`config.mk`:
```
export PLATFORM = sky130hd
export DESIGN_NAME = hub_post_wbuf
export DESIGN_NICKNAME = d
export VERILOG_FILES = /design/src/rtl/pwb_pkg.sv /design/src/rtl/pwb_entry.sv /design/src/rtl/pwb_match.sv /design/src/rtl/hub_post_wbuf.sv
export SDC_FILE = /design/constraint.sdc
export NUM_CORES = 1
export LEC_CHECK = 0
export ABC_AREA = 0
export BUFFER_PORTS_ARGS = -buffer_cell sky130_fd_sc_hd__buf_2
export CAP_MARGIN = 20
export CORE_UTILIZATION = 42
export DETAILED_ROUTE_END_ITERATION = 8
export MAX_ROUTING_LAYER = met4
export PLACE_DENSITY = 0.84
export SLEW_MARGIN = 5
export SYNTH_ARGS = -nofsm -noshare
export SYNTH_HDL_FRONTEND = slang
export SYNTH_HIERARCHICAL = 1
export SYNTH_SLANG_ARGS = --single-unit
```
`constraint.sdc`:
```
create_clock -name clk -period 7.3 [get_ports clk]
set_input_delay 0.365 -clock clk [delete_from_list [all_inputs] [get_ports clk]]
set_output_delay 0.365 -clock clk [all_outputs]
set_load 0.02 [all_outputs]
```
`src/rtl/pwb_pkg.sv`:
```
package pwb_pkg;

  // Outcome of comparing a client read with the held entry.
  typedef enum logic [1:0] {
    RD_MISS = 2'd0,
    RD_FWD  = 2'd1,
    RD_WAIT = 2'd2
  } rd_kind_e;

endpackage

```
`src/rtl/pwb_entry.sv`:
```
module pwb_entry #(
  parameter int ADDR_W = 16,
  parameter int DATA_W = 32
) (
  input  logic                clk,
  input  logic                rst,
  input  logic                load,
  input  logic                drain,
  input  logic [ADDR_W-1:0]   in_addr,
  input  logic [DATA_W-1:0]   in_data,
  input  logic [DATA_W/8-1:0] in_be,
  output logic                valid,
  output logic [ADDR_W-1:0]   ent_addr,
  output logic [DATA_W-1:0]   ent_data,
  output logic [DATA_W/8-1:0] ent_be
);
  localparam int LANES = DATA_W / 8;

  always_ff @(posedge clk) begin
    if (rst) begin
      valid <= 1'b0;
    end else if (load) begin
      valid <= 1'b1;
    end else if (drain) begin
      valid <= 1'b0;
    end
  end

  always_ff @(posedge clk) begin
    if (load) begin
      ent_addr <= in_addr;
      ent_be   <= in_be;
    end
  end

  // One register per byte lane; all lanes are captured so that
  // forwarding always sees the full word presented with the write.
  for (genvar g = 0; g < LANES; g++) begin : g_lane
    always_ff @(posedge clk) begin
      if (load) begin
        ent_data[g*8 +: 8] <= in_data[g*8 +: 8];
      end
    end
  end

endmodule

```
`src/rtl/pwb_match.sv`:
```
module pwb_match
  import pwb_pkg::*;
#(
  parameter int ADDR_W     = 16,
  parameter int DATA_W     = 32,
  parameter int NUM_SLICES = 16
) (
  input  logic                          valid,
  input  logic [ADDR_W-1:0]             ent_addr,
  input  logic [DATA_W/8-1:0]           ent_be,
  input  logic [$clog2(NUM_SLICES)-1:0] hub_slice,
  input  logic                          rd_req,
  input  logic [ADDR_W-1:0]             rd_addr,
  output logic                          slot_hit,
  output rd_kind_e                      rd_kind
);
  localparam int BE_W     = DATA_W / 8;
  localparam int LANE_LSB = $clog2(BE_W);
  localparam int SLICE_W  = $clog2(NUM_SLICES);

  logic word_eq;
  logic all_lanes;
  logic unused_rd_lo;

  assign unused_rd_lo = ^rd_addr[LANE_LSB-1:0];

  // The owning slice is the word-index field just above the byte lanes.
  assign slot_hit  = valid && (hub_slice == ent_addr[LANE_LSB +: SLICE_W]);
  assign word_eq   = rd_addr[ADDR_W-1:LANE_LSB] == ent_addr[ADDR_W-1:LANE_LSB];
  assign all_lanes = &ent_be;

  always_comb begin
    rd_kind = RD_MISS;
    if (rd_req && valid && word_eq) begin
      rd_kind = all_lanes ? RD_FWD : RD_WAIT;
    end
  end

endmodule

```
`src/rtl/hub_post_wbuf.sv`:
```
module hub_post_wbuf
  import pwb_pkg::*;
#(
  parameter int ADDR_W     = 16,
  parameter int DATA_W     = 32,
  parameter int NUM_SLICES = 16
) (
  input  logic                          clk,
  input  logic                          rst,
  input  logic                          wr_req,
  input  logic [ADDR_W-1:0]             wr_addr,
  input  logic [DATA_W-1:0]             wr_data,
  input  logic [DATA_W/8-1:0]           wr_be,
  input  logic                          rd_req,
  input  logic [ADDR_W-1:0]             rd_addr,
  output logic                          stall,
  output logic                          fwd_hit,
  output logic [DATA_W-1:0]             fwd_data,
  input  logic [$clog2(NUM_SLICES)-1:0] hub_slice,
  output logic                          commit,
  output logic [ADDR_W-1:0]             cm_addr,
  output logic [DATA_W-1:0]             cm_data,
  output logic [DATA_W/8-1:0]           cm_be,
  output logic                          pending
);
  localparam int BE_W = DATA_W / 8;

  logic     slot_hit;
  rd_kind_e rd_kind;
  logic     wr_blocked;
  logic     rd_blocked;
  logic     take;

  pwb_match #(
    .ADDR_W    (ADDR_W),
    .DATA_W    (DATA_W),
    .NUM_SLICES(NUM_SLICES)
  ) u_match (
    .valid    (pending),
    .ent_addr (cm_addr),
    .ent_be   (cm_be),
    .hub_slice(hub_slice),
    .rd_req   (rd_req),
    .rd_addr  (rd_addr),
    .slot_hit (slot_hit),
    .rd_kind  (rd_kind)
  );

  // A busy entry only blocks a write if it is not leaving this cycle.
  assign wr_blocked = wr_req && pending && !slot_hit;
  assign rd_blocked = (rd_kind == RD_WAIT);
  assign stall      = wr_blocked || rd_blocked;
  assign take       = wr_req && !stall;
  assign commit     = slot_hit;
  assign fwd_hit    = (rd_kind == RD_FWD);
  assign fwd_data   = cm_data;

  pwb_entry #(
    .ADDR_W(ADDR_W),
    .DATA_W(DATA_W)
  ) u_entry (
    .clk     (clk),
    .rst     (rst),
    .load    (take),
    .drain   (slot_hit),
    .in_addr (wr_addr),
    .in_data (wr_data),
    .in_be   (wr_be[BE_W-1:0]),
    .valid   (pending),
    .ent_addr(cm_addr),
    .ent_data(cm_data),
    .ent_be  (cm_be)
  );

endmodule

```
==> flow_results.xml, run 1 <==
<?xml version="1.0" encoding="UTF-8"?>
<metrics>
  <group name="placed_design">
    <metric name="gp_routability_congestion" unit="">0.7843</metric>
    <metric name="dp_slack" unit="ns">4.585</metric>
    <metric name="buffer_ports.inserted" unit="">161</metric>
    <metric name="detailed_place_hpwl" unit="mm">3.698</metric>
    <metric name="placement_cell_area" unit="µm²">2776</metric>
    <metric name="placedCellCount" unit="">321</metric>
  </group>
  <group name="timing">
    <metric name="fin_skew" unit="ns">0.01105</metric>
    <metric name="tns" unit="ns">0</metric>
    <metric name="final_setup_violation_count" unit="">0</metric>
    <metric name="transition_time_at_the_pin_with_the_least_slew_margin" unit="ns">0.6532</metric>
    <metric name="pins_over_their_slew_limit" unit="">0</metric>
    <metric name="timing.max_slew.rel_slack" unit="%">56.45</metric>
    <metric name="report.final.hold_viol_count" unit="">0</metric>
    <metric name="final.min_clock_period" unit="ns">2.697</metric>
    <metric name="hold_slack" unit="ns">0.2090</metric>
    <metric name="max_freq" unit="MHz">370.7</metric>
    <metric name="rsz0062_at_grt" unit="">no</metric>
    <metric name="timing.final.ws_setup" unit="ns">4.603</metric>
    <metric name="min_period_over_period" unit="%">36.95</metric>
  </group>
  <group name="cts">
    <metric name="cts_hold_buf" unit="">0</metric>
    <metric name="post_cts.resized_instances" unit="">0</metric>
    <metric name="clock_path_buffers" unit="">2</metric>
    <metric name="cts.sinks" unit="">53</metric>
    <metric name="cts_tree" unit="">done</metric>
    <metric name="h_tree_lvls" unit="">2</metric>
    <metric name="clock_slew_at_the_register_clock_pins_of_the_worst_setup_and_hold_paths" unit="ns">0.10</metric>
    <metric name="clock_root_buffer" unit="">sky130_fd_sc_hd__clkbuf_8</metric>
    <metric name="number_of_buffers_added_by_the_clock_tree_synthesis_step" unit="">5</metric>
    <metric name="insertion_delay" unit="ns">0.30</metric>
    <metric name="cts.repair_timing.setup_buffer_count" unit="">0</metric>
  </group>
  <group name="hold_path">
    <metric name="hold_path_class" unit="">input pin to register</metric>
    <metric name="hp-start" unit="">rst</metric>
  </group>
  <group name="logic_synthesis">
    <metric name="post_synth_instance_area" unit="µm²">2120</metric>
    <metric name="synthesis.instances" unit="">124</metric>
    <metric name="ys_warn_count" unit="">6</metric>
    <metric name="syn-num-nets" unit="">200</metric>
    <metric name="synth.lib_cells_used.distinct" unit="">22</metric>
    <metric name="syn-mean-instance-area" unit="µm²">17.09</metric>
    <metric name="synth_sequential_area_ratio" unit="%">74.62</metric>
    <metric name="yosys_reg_bits" unit="">53</metric>
  </group>
  <group name="route">
    <metric name="drcViolationCount" unit="">0</metric>
    <metric name="via_count" unit="">1480</metric>
    <metric name="routedWlPerCell" unit="µm">14.38</metric>
    <metric name="first_iter_violations" unit="">70</metric>
    <metric name="detail_route.vias_per_cell" unit="">4.458</metric>
    <metric name="detail-route-antenna-nets" unit="">0</metric>
    <metric name="drt_pre_antenna_iters" unit="">4</metric>
    <metric name="drt-total-wl" unit="mm">4.773</metric>
  </group>
  <group name="grt">
    <metric name="grt.busiest_layer" unit="">met2</metric>
    <metric name="grt_remaining_overflow" unit="">0</metric>
    <metric name="number_of_antenna_violations_at_the_first_check_in_global_routing" unit="">3</metric>
    <metric name="globalRouteTotalUtil" unit="%">17.61</metric>
    <metric name="use_met1" unit="%">17.73</metric>
    <metric name="met2_usage" unit="%">31.17</metric>
    <metric name="grt_first_pass_wirelength" unit="mm">6.492</metric>
    <metric name="global_route.usage.met3" unit="%">7.044</metric>
    <metric name="grt_start_max_net_pins" unit="">54</metric>
    <metric name="grt_pass1_vias" unit="">1361</metric>
  </group>
  <group name="setup_path">
    <metric name="worst_path_dominant_cell_family" unit="">simple AND/OR/NAND/NOR gates</metric>
    <metric name="timing_worst_setup_path_type" unit="">register to register</metric>
    <metric name="timing.critical_path.slowest_cell_delay" unit="ns">0.54</metric>
    <metric name="critPathBufInv" unit="">1</metric>
    <metric name="arrival" unit="ns">2.63</metric>
    <metric name="worstPathRequired" unit="ns">7.24</metric>
    <metric name="cp_cell_sequence" unit="">xor2_1 -&gt; nor4_1 -&gt; nand4_1 -&gt; nor4_2 -&gt; o221a_2 -&gt; buf_4</metric>
    <metric name="critical_path.startpoint_type" unit="">register</metric>
    <metric name="critPathMaxFanout" unit="">53</metric>
    <metric name="rr_startpoint" unit="">u_entry/ent_addr[2]</metric>
    <metric name="setup.worst_path.start" unit="">u_entry/ent_addr[2]</metric>
    <metric name="cp_slowest_cell" unit="">sky130_fd_sc_hd__buf_4</metric>
    <metric name="critPathCaptureType" unit="">register</metric>
  </group>
  <group name="die">
    <metric name="fp-row-count" unit="">25</metric>
    <metric name="pin_count" unit="">164</metric>
    <metric name="floorplan.die.height" unit="µm">73.04</metric>
    <metric name="die_area" unit="µm²">5335</metric>
    <metric name="chipWidth" unit="µm">73.04</metric>
    <metric name="core" unit="µm²">4786</metric>
    <metric name="floorplan.initialDensity" unit="%">44.29</metric>
  </group>
  <group name="pwr">
    <metric name="irDropWorstVdd" unit="V">0.0001589</metric>
    <metric name="power_density" unit="nW/µm²">222.9</metric>
    <metric name="total_power" unit="µW">640.7</metric>
    <metric name="power.static_leakage" unit="nW">1.299</metric>
  </group>
  <group name="run_status">
    <metric name="outcome" unit="">complete, no violations</metric>
  </group>
  <group name="cells_and_area">
    <metric name="post_layout_nonfiller_instances" unit="">332</metric>
    <metric name="post-route-util" unit="%">60.05</metric>
    <metric name="final_nets" unit="">337</metric>
    <metric name="design_area" unit="µm²">2874</metric>
    <metric name="post_route_cells_drive_above_1_share" unit="%">66.79</metric>
    <metric name="area_delta_synth_final" unit="%">35.60</metric>
  </group>
  <group name="job">
    <metric name="cap_violations" unit="">0</metric>
  </group>
</metrics>
## cells in the mapped netlist, drive strengths merged
cell type,number,area [µm²]
a21oi,1,8.760
or4,1,11.26
and2b,1,8.760
xor2,9,78.83
nand2b,1,6.260
nand4,2,12.51
nand3b,1,7.510
edfxtp,52,1562
a222oi,1,10.01
xnor2,6,52.55
o211ai,1,7.510
nor4b,1,15.01
o221a,1,11.26
dfxtp,1,20.02
nand2,1,3.750
nor4,3,25.02
inv,6,22.52
o22ai,1,6.260
o21ai,1,5.000
nand3,1,5.000
buf,32,240.2
## worst reg2reg max path, cell delays in order (launching register included)
cell and delay, ns:
sky130_fd_sc_hd__edfxtp_1 0.44, sky130_fd_sc_hd__xor2_1 0.18, sky130_fd_sc_hd__nor4_1 0.30, sky130_fd_sc_hd__nand4_1 0.22
sky130_fd_sc_hd__nor4_2 0.40, sky130_fd_sc_hd__o221a_2 0.24, sky130_fd_sc_hd__buf_4 0.54
## kinds of logic (layout without fill, tap and decap cells)
kind of cell	Yosys count	after routing	share of synthesized area, %
other	0	3	0
flip-flops	53	53	74.62
buffers and inverters	38	176	12.40
XOR/XNOR	15	15	6.199
AO/OA/AOI/OAI	6	6	2.302
AND/OR/NAND/NOR	12	12	4.486
## power by group
part | switching (mW) | total (mW) | internal (mW)
logic | 0.0671 | 0.107 | 0.0400
registers | 0.0109 | 0.369 | 0.359
clock network | 0.0958 | 0.164 | 0.0683
## registers in the layout, indices dropped and copies added (netlist names)
| signal | cells |
|---|---|
| u_entry/valid | 1 |
| u_entry/ent_be | 4 |
| u_entry/ent_addr | 16 |
| u_entry/ent_data | 32 |
## cell type report
class	instances	area [µm²]
sequential	53	1582
inverter	6	22.52
tap	67	83.83
fill	395	1912
clock buffer	5	68.82
multi-input combinational	33	275.3
clock inverter	3	21.27
timing repair buffer	162	813.3
antenna	3	7.507
## final timing paths
kind | slack (ns) | depth (start not counted) | endpoint
max | 4.60 | 6 | u_entry/ent_data[26]
min | 0.21 | 2 | u_entry/valid
max reg2reg | 4.60 | 6 | u_entry/ent_data[26]
min reg2reg | 0.56 | 2 | u_entry/valid
## layout by cell type, fill, tap and decap left out, types with 2 or more instances in the layout
master,count
sky130_fd_sc_hd__buf_2,161
sky130_fd_sc_hd__clkbuf_8,5
sky130_fd_sc_hd__nand4_1,2
sky130_fd_sc_hd__xnor2_1,6
sky130_fd_sc_hd__diode_2,3
sky130_fd_sc_hd__edfxtp_1,52
sky130_fd_sc_hd__inv_1,6
sky130_fd_sc_hd__nor4_1,2
sky130_fd_sc_hd__xor2_1,9
## routing by layer
metal  up-vias  share of wire, %
li1        693                 -
met1       692                36
met2        89                52
met3         6                10
met4         0               1.1
met5         -                 0
Note: power is estimated with default switching activity, not from simulation.
==> run 2, diff against run 1 <==
--- a/config.mk
+++ b/config.mk
@@ -8,10 +8,10 @@
 export ABC_AREA = 0
 export BUFFER_PORTS_ARGS = -buffer_cell sky130_fd_sc_hd__buf_2
 export CAP_MARGIN = 20
-export CORE_UTILIZATION = 42
+export CORE_UTILIZATION = 35
 export DETAILED_ROUTE_END_ITERATION = 8
 export MAX_ROUTING_LAYER = met4
-export PLACE_DENSITY = 0.84
+export PLACE_DENSITY = 0.75
 export SLEW_MARGIN = 5
 export SYNTH_ARGS = -nofsm -noshare
 export SYNTH_HDL_FRONTEND = slang
==> constraint.sdc (replaced) <==
create_clock -name clk -period 2.2 [get_ports clk]
set_input_delay 0.11 -clock clk [delete_from_list [all_inputs] [get_ports clk]]
set_output_delay 0.11 -clock clk [all_outputs]
set_load 0.02 [all_outputs]
==> run 2 against run 1 <==
Against the previous run: the run now ends with negative setup slack left; routed wire length rose by 16%; hold slack improved by 0.17 ns; sequential power rose to 3.3 times the previous value; setup slack got worse by 4.7 ns; global-route usage fell by 0.31 points; final area rose by 22%; clock skew rose by 0.00080 ns; total power rose to 3.5 times the previous value; combinational power rose to 4.3 times the previous value; register-to-register slack got worse by 4.7 ns.
==> flow_results.xml, run 2 (synthesis results as in run 1) <==
<?xml version="1.0" encoding="UTF-8"?>
<metrics>
  <group name="setup_path">
    <metric name="critPathCaptureType" unit="">output pin</metric>
    <metric name="setup.worst_path.start" unit="">u_entry/ent_addr[4]</metric>
    <metric name="timing_worst_setup_path_type" unit="">register to output pin</metric>
    <metric name="reg2reg_setup_slack" unit="ns">-0.09</metric>
    <metric name="cp-endpoint" unit="">stall</metric>
    <metric name="cp_cell_sequence" unit="">o22ai_1 -&gt; or4_4 -&gt; nor4b_2 -&gt; inv_1 -&gt; o21ai_0 -&gt; buf_2</metric>
    <metric name="rr_startpoint" unit="">u_entry/ent_addr[9]</metric>
    <metric name="arrival" unit="ns">2.19</metric>
    <metric name="cp_slowest_cell" unit="">sky130_fd_sc_hd__or4_4</metric>
    <metric name="timing.critical_path.slowest_cell_delay" unit="ns">0.58</metric>
    <metric name="worst-r2r-cell-count" unit="">7</metric>
    <metric name="critical_path.startpoint_type" unit="">register</metric>
    <metric name="critPathMaxFanout" unit="">4</metric>
    <metric name="worstReg2RegEnd" unit="">u_entry/ent_data[24]</metric>
    <metric name="worstPathRequired" unit="ns">2.09</metric>
  </group>
  <group name="hold_path">
    <metric name="hold_path_class" unit="">input pin to register</metric>
  </group>
  <group name="timing">
    <metric name="final_setup_violation_count" unit="">55</metric>
    <metric name="pins_over_their_slew_limit" unit="">0</metric>
    <metric name="fin_skew" unit="ns">0.01185</metric>
    <metric name="rsz0062_at_grt" unit="">yes</metric>
    <metric name="transition_time_at_the_pin_with_the_least_slew_margin" unit="ns">0.4294</metric>
    <metric name="timing.max_slew.rel_slack" unit="%">71.14</metric>
    <metric name="hold_slack" unit="ns">0.3772</metric>
    <metric name="timing.final.ws_setup" unit="ns">-0.09515</metric>
    <metric name="max_freq" unit="MHz">435.7</metric>
    <metric name="final.min_clock_period" unit="ns">2.295</metric>
    <metric name="min_period_over_period" unit="%">104.3</metric>
    <metric name="report.final.hold_viol_count" unit="">0</metric>
  </group>
  <group name="pwr">
    <metric name="power_density" unit="nW/µm²">636.3</metric>
    <metric name="share_seq_of_total_power" unit="%">54.6</metric>
    <metric name="cellInternalPower" unit="mW">1.631</metric>
    <metric name="netSwitchingPower" unit="µW">604.8</metric>
    <metric name="power.static_leakage" unit="nW">1.573</metric>
    <metric name="irDropWorstVdd" unit="V">0.0003445</metric>
    <metric name="sw_frac_of_total" unit="%">27.06</metric>
    <metric name="share_comb_of_total_power" unit="%">20.8</metric>
    <metric name="clockPowerShare" unit="%">24.6</metric>
  </group>
  <group name="grt">
    <metric name="grt_first_pass_wirelength" unit="mm">7.645</metric>
    <metric name="grt_pass1_vias" unit="">1641</metric>
    <metric name="global_route.usage.met3" unit="%">4.571</metric>
    <metric name="grt_remaining_overflow" unit="">0</metric>
    <metric name="globalRouteTotalUtil" unit="%">17.29</metric>
    <metric name="grt_start_max_net_pins" unit="">29</metric>
    <metric name="use_met1" unit="%">15.01</metric>
    <metric name="met2_usage" unit="%">34.53</metric>
    <metric name="grt.busiest_layer" unit="">met2</metric>
    <metric name="number_of_antenna_violations_at_the_first_check_in_global_routing" unit="">0</metric>
  </group>
  <group name="die">
    <metric name="core" unit="µm²">5675</metric>
    <metric name="pin_count" unit="">164</metric>
    <metric name="floorplan.die.height" unit="µm">79.82</metric>
    <metric name="floorplan.initialDensity" unit="%">37.35</metric>
    <metric name="fp-row-count" unit="">27</metric>
    <metric name="chipWidth" unit="µm">79.82</metric>
    <metric name="die_area" unit="µm²">6371</metric>
  </group>
  <group name="placed_design">
    <metric name="buffer_ports.inserted" unit="">161</metric>
    <metric name="gp_routability_congestion" unit="">0.6857</metric>
    <metric name="dp_slack" unit="ns">-0.05277</metric>
    <metric name="detailed_place_hpwl" unit="mm">3.487</metric>
  </group>
  <group name="route">
    <metric name="drcViolationCount" unit="">0</metric>
    <metric name="first_iter_violations" unit="">39</metric>
    <metric name="via_count" unit="">1679</metric>
    <metric name="drt-total-wl" unit="mm">5.514</metric>
    <metric name="detail_route.vias_per_cell" unit="">4.272</metric>
    <metric name="detail-route-antenna-nets" unit="">0</metric>
    <metric name="drt_pre_antenna_iters" unit="">4</metric>
    <metric name="routedWlPerCell" unit="µm">14.03</metric>
  </group>
  <group name="cells_and_area">
    <metric name="final_nets" unit="">396</metric>
    <metric name="largest_register_ffs" unit="">32</metric>
    <metric name="most_frequent_standard_cell_in_the_layout_excluding_fill_and_tap_cells" unit="">sky130_fd_sc_hd__buf_2</metric>
    <metric name="post_route_cells_drive_above_1_share" unit="%">57.32</metric>
    <metric name="top_register" unit="">u_entry/ent_data</metric>
    <metric name="area_delta_synth_final" unit="%">65.76</metric>
    <metric name="diodes" unit="">0</metric>
    <metric name="most_frequent_cells_in_the_layout" unit="">sky130_fd_sc_hd__buf_2, sky130_fd_sc_hd__dlygate4sd3_1, sky130_fd_sc_hd__edfxtp_1</metric>
    <metric name="biggestRegsByFlops" unit="">u_entry/ent_data: 32 flops, u_entry/ent_addr: 16 flops, u_entry/ent_be: 4 flops</metric>
  </group>
  <group name="run_status">
    <metric name="outcome" unit="">complete, but fails checks</metric>
    <metric name="violations" unit="">negative setup slack</metric>
  </group>
  <group name="cts">
    <metric name="clock_root_buffer" unit="">sky130_fd_sc_hd__clkbuf_8</metric>
    <metric name="h_tree_lvls" unit="">2</metric>
    <metric name="cts.sinks" unit="">53</metric>
    <metric name="clock_slew_at_the_register_clock_pins_of_the_worst_setup_and_hold_paths" unit="ns">0.09</metric>
    <metric name="insertion_delay" unit="ns">0.30</metric>
    <metric name="cts_tree" unit="">done</metric>
    <metric name="clock_path_buffers" unit="">2</metric>
    <metric name="number_of_buffers_added_by_the_clock_tree_synthesis_step" unit="">5</metric>
  </group>
  <group name="job">
    <metric name="cap_violations" unit="">0</metric>
  </group>
</metrics>
-- run 2: cell count changes in the layout (fill, tap and decap cells not counted), sizes merged --
cell         delta
buf             +6
clkinvlp        +1
diode           -3
dlygate4sd3    +53
clkinv          -1
-- run 2: worst max-delay path: cells and delay by family, from the launching register on --
kind | cells | cell delay (ns)
DFF | 1 | 0.42
and+or+nand+nor | 2 | 0.88
buffers and inverters | 2 | 0.29
AOI/OAI and AO/OA | 2 | 0.30
-- run 2: metrics by stage --
step / setup TNS, ns / std cells / utilization (%) / total power [mW] / area (µm²)
after floorplan: -14.57 / 124 / - / 1.485 / 2143
after global placement: -1.521 / 330 / 50.42 / 1.621 / 2861
after detailed placement: -2.622 / 330 / 50.42 / 1.626 / 2861
after CTS: -4.687 / 392 / 61.66 / 2.249 / 3500
after global routing: -11.30 / 393 / 61.90 / 2.327 / 3513
final: -4.657 / 393 / 61.90 / 2.235 / 3513
-- run 2: per-layer routing --
layer  part of all wire [%]  vias to the layer above
li1                       -                      810
met1                     33                      761
met2                     57                      102
met3                    8.1                        6
met4                    1.5                        0
met5                      0                        -
-- run 2: how the worst min path moves through the flow --
stage	slack, ns	end	cells after the start	startpoint
finish	0.38	u_entry/valid	5	wr_req
global route	0.38	u_entry/valid	5	wr_req
CTS	0.37	u_entry/valid	5	wr_req
detailed placement	0.27	u_entry/valid	2	rst
global placement	0.27	u_entry/valid	2	rst
floorplan	0.17	u_entry/valid	1	rst
-- run 2: power groups by stage --
stage	Sequential [mW]	Clock [mW]	Combinational (mW)
global placement	1.24	0	0.380
floorplan	1.33	0	0.160
detailed placement	1.24	0	0.383
finish	1.22	0.550	0.464
global route	1.23	0.606	0.493
CTS	1.22	0.571	0.457
-- run 2: layout make-up --
type	count	area, µm²
Tap cell	72	90.09
Sequential cell	53	1582
Timing Repair Buffer	221	1420
Fill cell	448	2162
Inverter	6	22.52
Clock inverter	3	25.02
Clock buffer	5	68.82
Multi-Input combinational cell	33	305.3
-- run 2: repair_timing --
item / in CTS / in global routing
gates resized for setup: 2 / 1
gates cloned: 0 / 0
setup buffers: 1 / 1
endpoints found under the hold margin: 53 / 0
pin swaps: 2 / 3
hold buffers: 53 / 0
setup endpoints to repair: 55 / 55
